`src/rtl/addsub_chain_pkg.sv`:
```
// Package: shared operation encoding for the chained adder-subtractor.
// Assumes the two-bit code layout is fixed: bit 1 selects subtract, bit 0 selects
// use of the stored flag.
package addsub_chain_pkg;

    typedef enum logic [1:0] {
        FN_ADD = 2'b00,
        FN_ADC = 2'b01,
        FN_SUB = 2'b10,
        FN_SBB = 2'b11
    } addsub_fn_e;

endpackage

```
`src/rtl/asu_operand_cond.sv`:
```
// Module: conditions the second operand, passing it through for additions and
// producing its ones' complement for subtractions.
// Assumes inv is already decoded from the operation code.
module asu_operand_cond #(
    parameter int WIDTH = 8
) (
    input  logic [WIDTH-1:0] raw_b,
    input  logic             inv,
    output logic [WIDTH-1:0] cond_b
);

    // Per-bit conditional inversion.
    always_comb begin
        cond_b = raw_b ^ {WIDTH{inv}};
    end

endmodule

```
`src/rtl/asu_carry_select.sv`:
```
// Module: decodes the operation code into the operand-invert control, the adder
// carry-in and the flag-polarity control.
// Assumes the stored flag means carry after additions and borrow after subtractions.
module asu_carry_select
    import addsub_chain_pkg::*;
(
    input  addsub_fn_e fn,
    input  logic       flag_in,
    output logic       inv_b,
    output logic       carry_in,
    output logic       flag_neg
);

    // Select carry-in and polarity for each operation.
    always_comb begin
        unique case (fn)
            FN_ADD:  begin inv_b = 1'b0; carry_in = 1'b0;     flag_neg = 1'b0; end
            FN_ADC:  begin inv_b = 1'b0; carry_in = flag_in;  flag_neg = 1'b0; end
            FN_SUB:  begin inv_b = 1'b1; carry_in = 1'b1;     flag_neg = 1'b1; end
            default: begin inv_b = 1'b1; carry_in = ~flag_in; flag_neg = 1'b1; end
        endcase
    end

endmodule

```
`src/rtl/asu_ripple_adder.sv`:
```
// Module: ripple-carry adder built from one full-adder cell per bit.
// Assumes WIDTH >= 1; the carry chain depth grows linearly with WIDTH.
module asu_ripple_adder #(
    parameter int WIDTH = 8
) (
    input  logic [WIDTH-1:0] x,
    input  logic [WIDTH-1:0] y,
    input  logic             cin,
    output logic [WIDTH-1:0] sum,
    output logic             cout
);

    logic [WIDTH:0] chain;

    // Seed the carry chain.
    always_comb begin
        chain[0] = cin;
    end

    for (genvar i = 0; i < WIDTH; i++) begin : g_cell
        // One full-adder cell: sum bit and carry to the next position.
        always_comb begin
            sum[i]     = x[i] ^ y[i] ^ chain[i];
            chain[i+1] = (x[i] & y[i]) | (chain[i] & (x[i] ^ y[i]));
        end
    end

    // Carry out of the top cell.
    always_comb begin
        cout = chain[WIDTH];
    end

endmodule

```
`src/rtl/addsub_chain_unit.sv`:
```
// Module: top of the chained adder-subtractor; one byte slice of a wider add or
// subtract, with the carry/borrow flag kept by the caller between slices.
// Assumes purely combinational use; outputs follow inputs within one cycle.
module addsub_chain_unit
    import addsub_chain_pkg::*;
#(
    parameter int WIDTH = 8
) (
    input  logic [WIDTH-1:0] opnd_a,
    input  logic [WIDTH-1:0] opnd_b,
    input  logic             flag_in,
    input  logic [1:0]       func,
    output logic [WIDTH-1:0] result,
    output logic             flag_out
);

    addsub_fn_e      fn;
    logic            inv_b;
    logic            carry_in;
    logic            flag_neg;
    logic [WIDTH-1:0] cond_b;
    logic            adder_cout;

    // Map the raw code onto the shared encoding.
    always_comb begin
        fn = addsub_fn_e'(func);
    end

    asu_carry_select u_csel (
        .fn       (fn),
        .flag_in  (flag_in),
        .inv_b    (inv_b),
        .carry_in (carry_in),
        .flag_neg (flag_neg)
    );

    asu_operand_cond #(.WIDTH(WIDTH)) u_cond (
        .raw_b  (opnd_b),
        .inv    (inv_b),
        .cond_b (cond_b)
    );

    asu_ripple_adder #(.WIDTH(WIDTH)) u_add (
        .x    (opnd_a),
        .y    (cond_b),
        .cin  (carry_in),
        .sum  (result),
        .cout (adder_cout)
    );

    // Turn the adder carry into a borrow for subtractions.
    always_comb begin
        flag_out = adder_cout ^ flag_neg;
    end

endmodule

```
`config.mk`:
```
export PLATFORM = sky130hd
export DESIGN_NAME = addsub_chain_unit
export DESIGN_NICKNAME = d
export VERILOG_FILES = /design/src/rtl/addsub_chain_pkg.sv /design/src/rtl/asu_operand_cond.sv /design/src/rtl/asu_carry_select.sv /design/src/rtl/asu_ripple_adder.sv /design/src/rtl/addsub_chain_unit.sv
export SDC_FILE = /design/constraint.sdc
export NUM_CORES = 1
export LEC_CHECK = 0
export BUFFER_PORTS_ARGS = -buffer_cell sky130_fd_sc_hd__clkbuf_2
export CAP_MARGIN = 20
export CORE_AREA = 8 8 45 47
export DETAILED_ROUTE_END_ITERATION = 6
export DIE_AREA = 0 0 53 55
export MAX_ROUTING_LAYER = met4
export PLACE_DENSITY_LB_ADDON = 0.2
export RECOVER_POWER = 100
export SLEW_MARGIN = 10
export SYNTH_ARGS = -nofsm -noshare
export SYNTH_HDL_FRONTEND = slang
export SYNTH_HIERARCHICAL = 1
export SYNTH_SLANG_ARGS = --single-unit
```
`constraint.sdc`:
```
create_clock -name vclk -period 4.7
set_clock_uncertainty 0.2 [all_clocks]
set_input_delay 0.47 -clock vclk [all_inputs]
set_output_delay 0.47 -clock vclk [all_outputs]
set_load 0.02 [all_outputs]
```
==> metrics.md, run 1 <==
| Metric | Value |
|---|---|
| WL/cell | 9.56 µm |
| Setup CP Type | primary input to primary output |
| Hold bufs inserted after CTS | 0 |
| Pwr/cell area | 203 mW/mm² |
| Fin nets | 88 |
| Drt total wl | 717 µm |
| Leading post-synthesis cells by cell area | fa_1, xor2_1, inv_1 |
| PortBufs | 28 |
| Clock power frac | 0% |
| Hold path endpoint | result[0] |
| Sequential cell count | 0 |
| Average size of a mapped cell | 9.74 µm² |
| Switching share of total power | 64.4% |
| Via count | 269 |
| Leakage | 0.000255 µW |
| I/O pins | 28 |
| Rows | 14 |
| Number of global-route vias before repair | 322 |
| Yosys warnings | 6 |
| Layout cell share with drive strength beyond 1 | 49.2% |
| Commonest cells in the netlist | inv_1, xor2_1, fa_1 |
| WP data arrival | 3.82 ns |
| Post-layout minimum cycle time | 4.49 ns |
| Distinct cells, synth | 8 |
| Top fanout value on the critical path | 4 |
| Maximum clock rate | 223 MHz |
| Initial Util | 22.5% |
| Drc violations | 0 |
| Vias/cell | 3.59 |
| Area leader, netlist | fa_1 |
| Cell internal pwr | 33.7 µW |
| Final setup vio count | 0 |
| Ant. Diodes | 0 |
| Max_slew headroom | 82.5% |
| Fraction of the yosys area taken by sequential cells | 0% |
| Initial antenna violation count | 0 |
| Worst Tran Pin Value | 0.263 ns |
| DRT iter0 DRCs | 0 |
| GP Congestion | 0.693 |
| Worst VDD drop | 0.0000682 V |
| Combinational Power Share | 100.0% |
| Synthesized area | 312 µm² |
| HP Class | primary input to primary output |
| Die Width | 53 µm |
| DP Wirelength | 712 µm |
| Final period util | 95.6% |
| CP Capture Type | primary output |
| Final ANT Viol Nets | 0 |
| Reg area | 0 µm² |
| Startpoint types | primary input |
| Top-area cell type share of the netlist area | 51.4% |
| Gr usage total | 5.37% |
| Fin worst setup slack | 0.209 ns |
| Run status | completed |
| Req. time, crit path | 4.03 ns |
| First-pass DRT Iterations | 1 |
| Setup_tns | 0 ns |
| Switching power | 61.1 µW |
| Max Transition Viols Final | 0 |
| Clock buffer count in the final layout | 0 |
| DP Worst Slack | -0.0553 ns |
| Syn nets | 59 |
| Hold path start | opnd_a[0] |
| Core area | 0.00138 mm² |
| Area Overhead vs Synth | 50.2% |
| RSZ-0062 raised after global routing | false |
| First-pass GRT wire length | 1.26 mm |
| Seq pwr share | 0% |
| Post-synthesis instance total | 32 |
| Final hold vios | 0 |
| Largest net degree at the start of global routing | 6 |
| Die area | 0.00292 mm² |
| Gr ovfl total | 0 |
| Maxcap violations | 0 |
| Chip height | 55 µm |
| Worst hold path stage count | 5 |
| Count leader, synth | inv_1 |
[worst max-delay path, stage by stage]
cell	delay, ns
clkbuf_2	0.12
xor2_1	0.16
inv_1	0.07
fa_1	0.17
inv_1	0.05
fa_2	0.34
fa_2	0.35
fa_2	0.34
fa_2	0.35
fa_2	0.34
fa_1	0.35
inv_1	0.07
fa_1	0.42
inv_2	0.05
clkbuf_2	0.16
[layout make-up]
class,instances,area (µm²)
tap,16,20.0
multi-input combinational,19,264
fill,150,916
timing repair buffer,30,146
inverter,10,37.5
[power groups by stage]
stage          logic [µW]  clock network, µW  registers [µW]
2_1_floorplan        72.8                  0               0
3_3_place_gp         98.8                  0               0
3_5_place_dp         99.9                  0               0
4_1_cts               102                  0               0
5_1_grt               108                  0               0
6_report             94.9                  0               0
[placed cells by master, fill, tap and decap left out]
cell type and n:
clkbuf_2 21, xor2_1 9, inv_1 9, clkbuf_1 7, fa_2 5, fa_1 3, buf_4 2, inv_2 1
nand2_1 1, xnor2_1 1
[metrics by stage]
stage	power, µW	cells	util (%)	area (µm²)	hold slack, ns
4_1_cts	102	75	34.1	472	1.14
3_5_place_dp	99.9	75	33.5	464	1.14
5_1_grt	108	75	33.8	468	1.25
2_1_floorplan	72.8	32	-	312	0.996
6_report	94.9	75	33.8	468	1.21
3_3_place_gp	98.8	75	33.5	464	1.14
[routing by layer]
| layer | vias to the layer above | wire length [µm] | track usage [%] | part of all wire, % |
|---|---|---|---|---|
| met5 | - | 0 | - | 0 |
| met2 | 16 | 347 | 9.96 | 48 |
| li1 | 137 | - | - | - |
| met4 | 0 | 0 | 0 | 0 |
| met1 | 116 | 259 | 6.45 | 36 |
| met3 | 0 | 110 | 0.535 | 15 |
[repair_timing]
item	CTS	global route
setup endpoints to repair	1	2
pin swaps	0	0
gates resized for setup	3	3
setup buffers	0	0
[kinds of logic after synthesis]
group                      share of synthesized area (%)
xor gates and xnor gates                            28.1
adders and majority gates                           51.4
buffers and inverters                               19.3
and+or+nand+nor                                     1.20
[worst max-delay path by stage]
stage | depth (start not counted) | startpoint | endpoint
4_1_cts | 15 | func[1] | result[7]
5_1_grt | 15 | func[1] | result[7]
3_5_place_dp | 15 | func[1] | result[7]
3_3_place_gp | 15 | func[1] | result[7]
6_report | 15 | func[1] | result[7]
2_1_floorplan | 17 | func[1] | flag_out
Note: power is estimated with default switching activity, not from simulation.
==> run 2: changes to the inputs <==
--- a/config.mk
+++ b/config.mk
@@ -7,9 +7,9 @@
 export LEC_CHECK = 0
 export BUFFER_PORTS_ARGS = -buffer_cell sky130_fd_sc_hd__clkbuf_2
 export CAP_MARGIN = 20
-export CORE_AREA = 8 8 45 47
+export CORE_AREA = 2 2 39 41
 export DETAILED_ROUTE_END_ITERATION = 6
-export DIE_AREA = 0 0 53 55
+export DIE_AREA = 0 0 41 43
 export MAX_ROUTING_LAYER = met4
 export PLACE_DENSITY_LB_ADDON = 0.2
 export RECOVER_POWER = 100
==> constraint.sdc (replaced) <==
create_clock -name vclk -period 4.7
set_clock_uncertainty 0.2 [all_clocks]
set_input_delay 0.47 -clock vclk [all_inputs]
set_output_delay 0.47 -clock vclk [all_outputs]
set_load 0.1 [all_outputs]
==> run 2 against run 1 <==
Cell count did not move. Wire length decreased by 22%. Hold slack improved by 0.13 ns. Cell area grew 10%. Critical path depth is the same. Combinational power increased to 2.6 times the previous value. Non-clock buffer count unchanged. Total power grew to 2.6 times the previous value. Critical path type unchanged. Critical endpoint unchanged. Highest routed layer unchanged.
==> metrics.md, run 2 (synthesized netlist as in run 1, its figures left out) <==
| Metric | Value |
|---|---|
| Gr ovfl total | 0 |
| Final setup vio count | 0 |
| WP data arrival | 3.90 ns |
| Initial antenna violation count | 0 |
| Run status | completed |
| Post-layout minimum cycle time | 4.57 ns |
| Layout cell share with drive strength beyond 1 | 61.0% |
| Slowest cell on crit path | fa_2 |
| Via count | 277 |
| DP Wirelength | 553 µm |
| Power, Total | 251 µW |
| GP Congestion | 0.552 |
| Max Transition Viols Final | 0 |
| Ant. Diodes | 0 |
| I/O pins | 28 |
| DRT iter0 DRCs | 0 |
| Worst hold slack | 1.34 ns |
| Maximum clock rate | 219 MHz |
| Final hold vios | 0 |
| Chip height | 43 µm |
| Slowest cell delay on critical path | 0.44 ns |
| Die area | 0.00176 mm² |
| Fin nets | 88 |
| Drt total wl | 559 µm |
| Worst VDD drop | 0.000129 V |
| Reg area | 0 µm² |
| Core area | 0.00138 mm² |
| Clock buffer count in the final layout | 0 |
| Initial Util | 22.5% |
| Fill cells | 157 |
| CP dominant cell by count | fa_2 |
| Post-CTS setup buffer count | 0 |
| Req. time, crit path | 4.03 ns |
| Leakage | 0.000262 µW |
| Number of gates resized after cts | 0 |
| Rows | 14 |
| Max_slew headroom | 22.4% |
| Gr usage total | 7.56% |
| CP Capture Type | primary output |
| HP Class | primary input to primary output |
| Most frequent cells in the layout | clkbuf_2, xor2_1, inv_1, fa_2, clkbuf_1 |
| Crit path max-delay family | adder cells |
| Top fanout value on the critical path | 4 |
| Final ANT Viol Nets | 0 |
| Sequential cell count | 0 |
| Cell Chain, Critical Path | clkbuf_2 > xor2_1 > inv_1 > fa_1 > inv_1 > fa_2 > fa_2 > fa_2 > fa_2 > fa_2 > fa_2 > inv_2 > fa_2 > clkinvlp_4 > buf_12 |
| Worst Tran Pin Value | 1.17 ns |
| Final period util | 97.1% |
| Maxcap violations | 0 |
| Pwr/cell area | 486 mW/mm² |
| Startpoint types | primary input |
| CP Buf/Inv Count | 6 |
| PortBufs | 28 |
| WL/cell | 7.45 µm |
| Largest net degree at the start of global routing | 6 |
| Die Width | 41 µm |
| First-pass GRT wire length | 966 µm |
| First-pass DRT Iterations | 1 |
| Vias/cell | 3.69 |
| Number of global-route vias before repair | 258 |
| Commonest non-fill, non-tap cell in the layout | clkbuf_2 |
| RSZ-0062 raised after global routing | false |
| Area Overhead vs Synth | 65.5% |
| Hold bufs inserted after CTS | 0 |
| Setup CP Type | primary input to primary output |
| Drc violations | 0 |
==> run 2: cell types whose count changed in the layout (fill, tap and decap cells not counted) <==
cell / change
clkbuf_1: -2
fa_1: -2
fa_2: +2
inv_1: -2
buf_12: +1
buf_4: +1
clkinvlp_4: +1
inv_2: +1
xor2_1: -1
xor2_4: +1
==> run 2: where the power goes <==
group	internal [µW]	switching [µW]
registers	0	0
logic	47.8	203
clock network	0	0
==> run 2: through the flow <==
step / TNS [ns] / setup slack [ns] / std cells / instance area (µm²) / util [%]
after floorplan: -0.291 / -0.153 / 32 / 362 / -
after global placement: 0 / 0.127 / 75 / 552 / 39.9
after detailed placement: 0 / 0.0999 / 75 / 552 / 39.9
after CTS: 0 / 0.101 / 75 / 552 / 39.9
after global routing: 0 / 0.0222 / 75 / 515 / 37.3
final: 0 / 0.135 / 75 / 515 / 37.3
==> run 2: metal layers <==
| metal | vias up | global-route usage (%) | routed length (µm) |
|---|---|---|---|
| met5 | - | - | 0 |
| met4 | 0 | 0 | 0 |
| met3 | 0 | 0 | 58 |
| met2 | 15 | 14.4 | 308 |
| met1 | 126 | 8.85 | 193 |
| li1 | 136 | - | - |
==> run 2: layout make-up <==
cell class	instances	area (µm²)	share of cell area, %
Multi-Input combinational cell	19	288	55.8
Tap cell	16	20.0	3.88
Timing Repair Buffer	30	166	32.3
Inverter	10	41.3	8.01
==> run 2: path summary, 6_finish.rpt <==
path  slack (ns)        end  startpoint  cells after the start
max         0.13  result[7]     func[1]                     15
min         1.34   flag_out     func[1]                      4
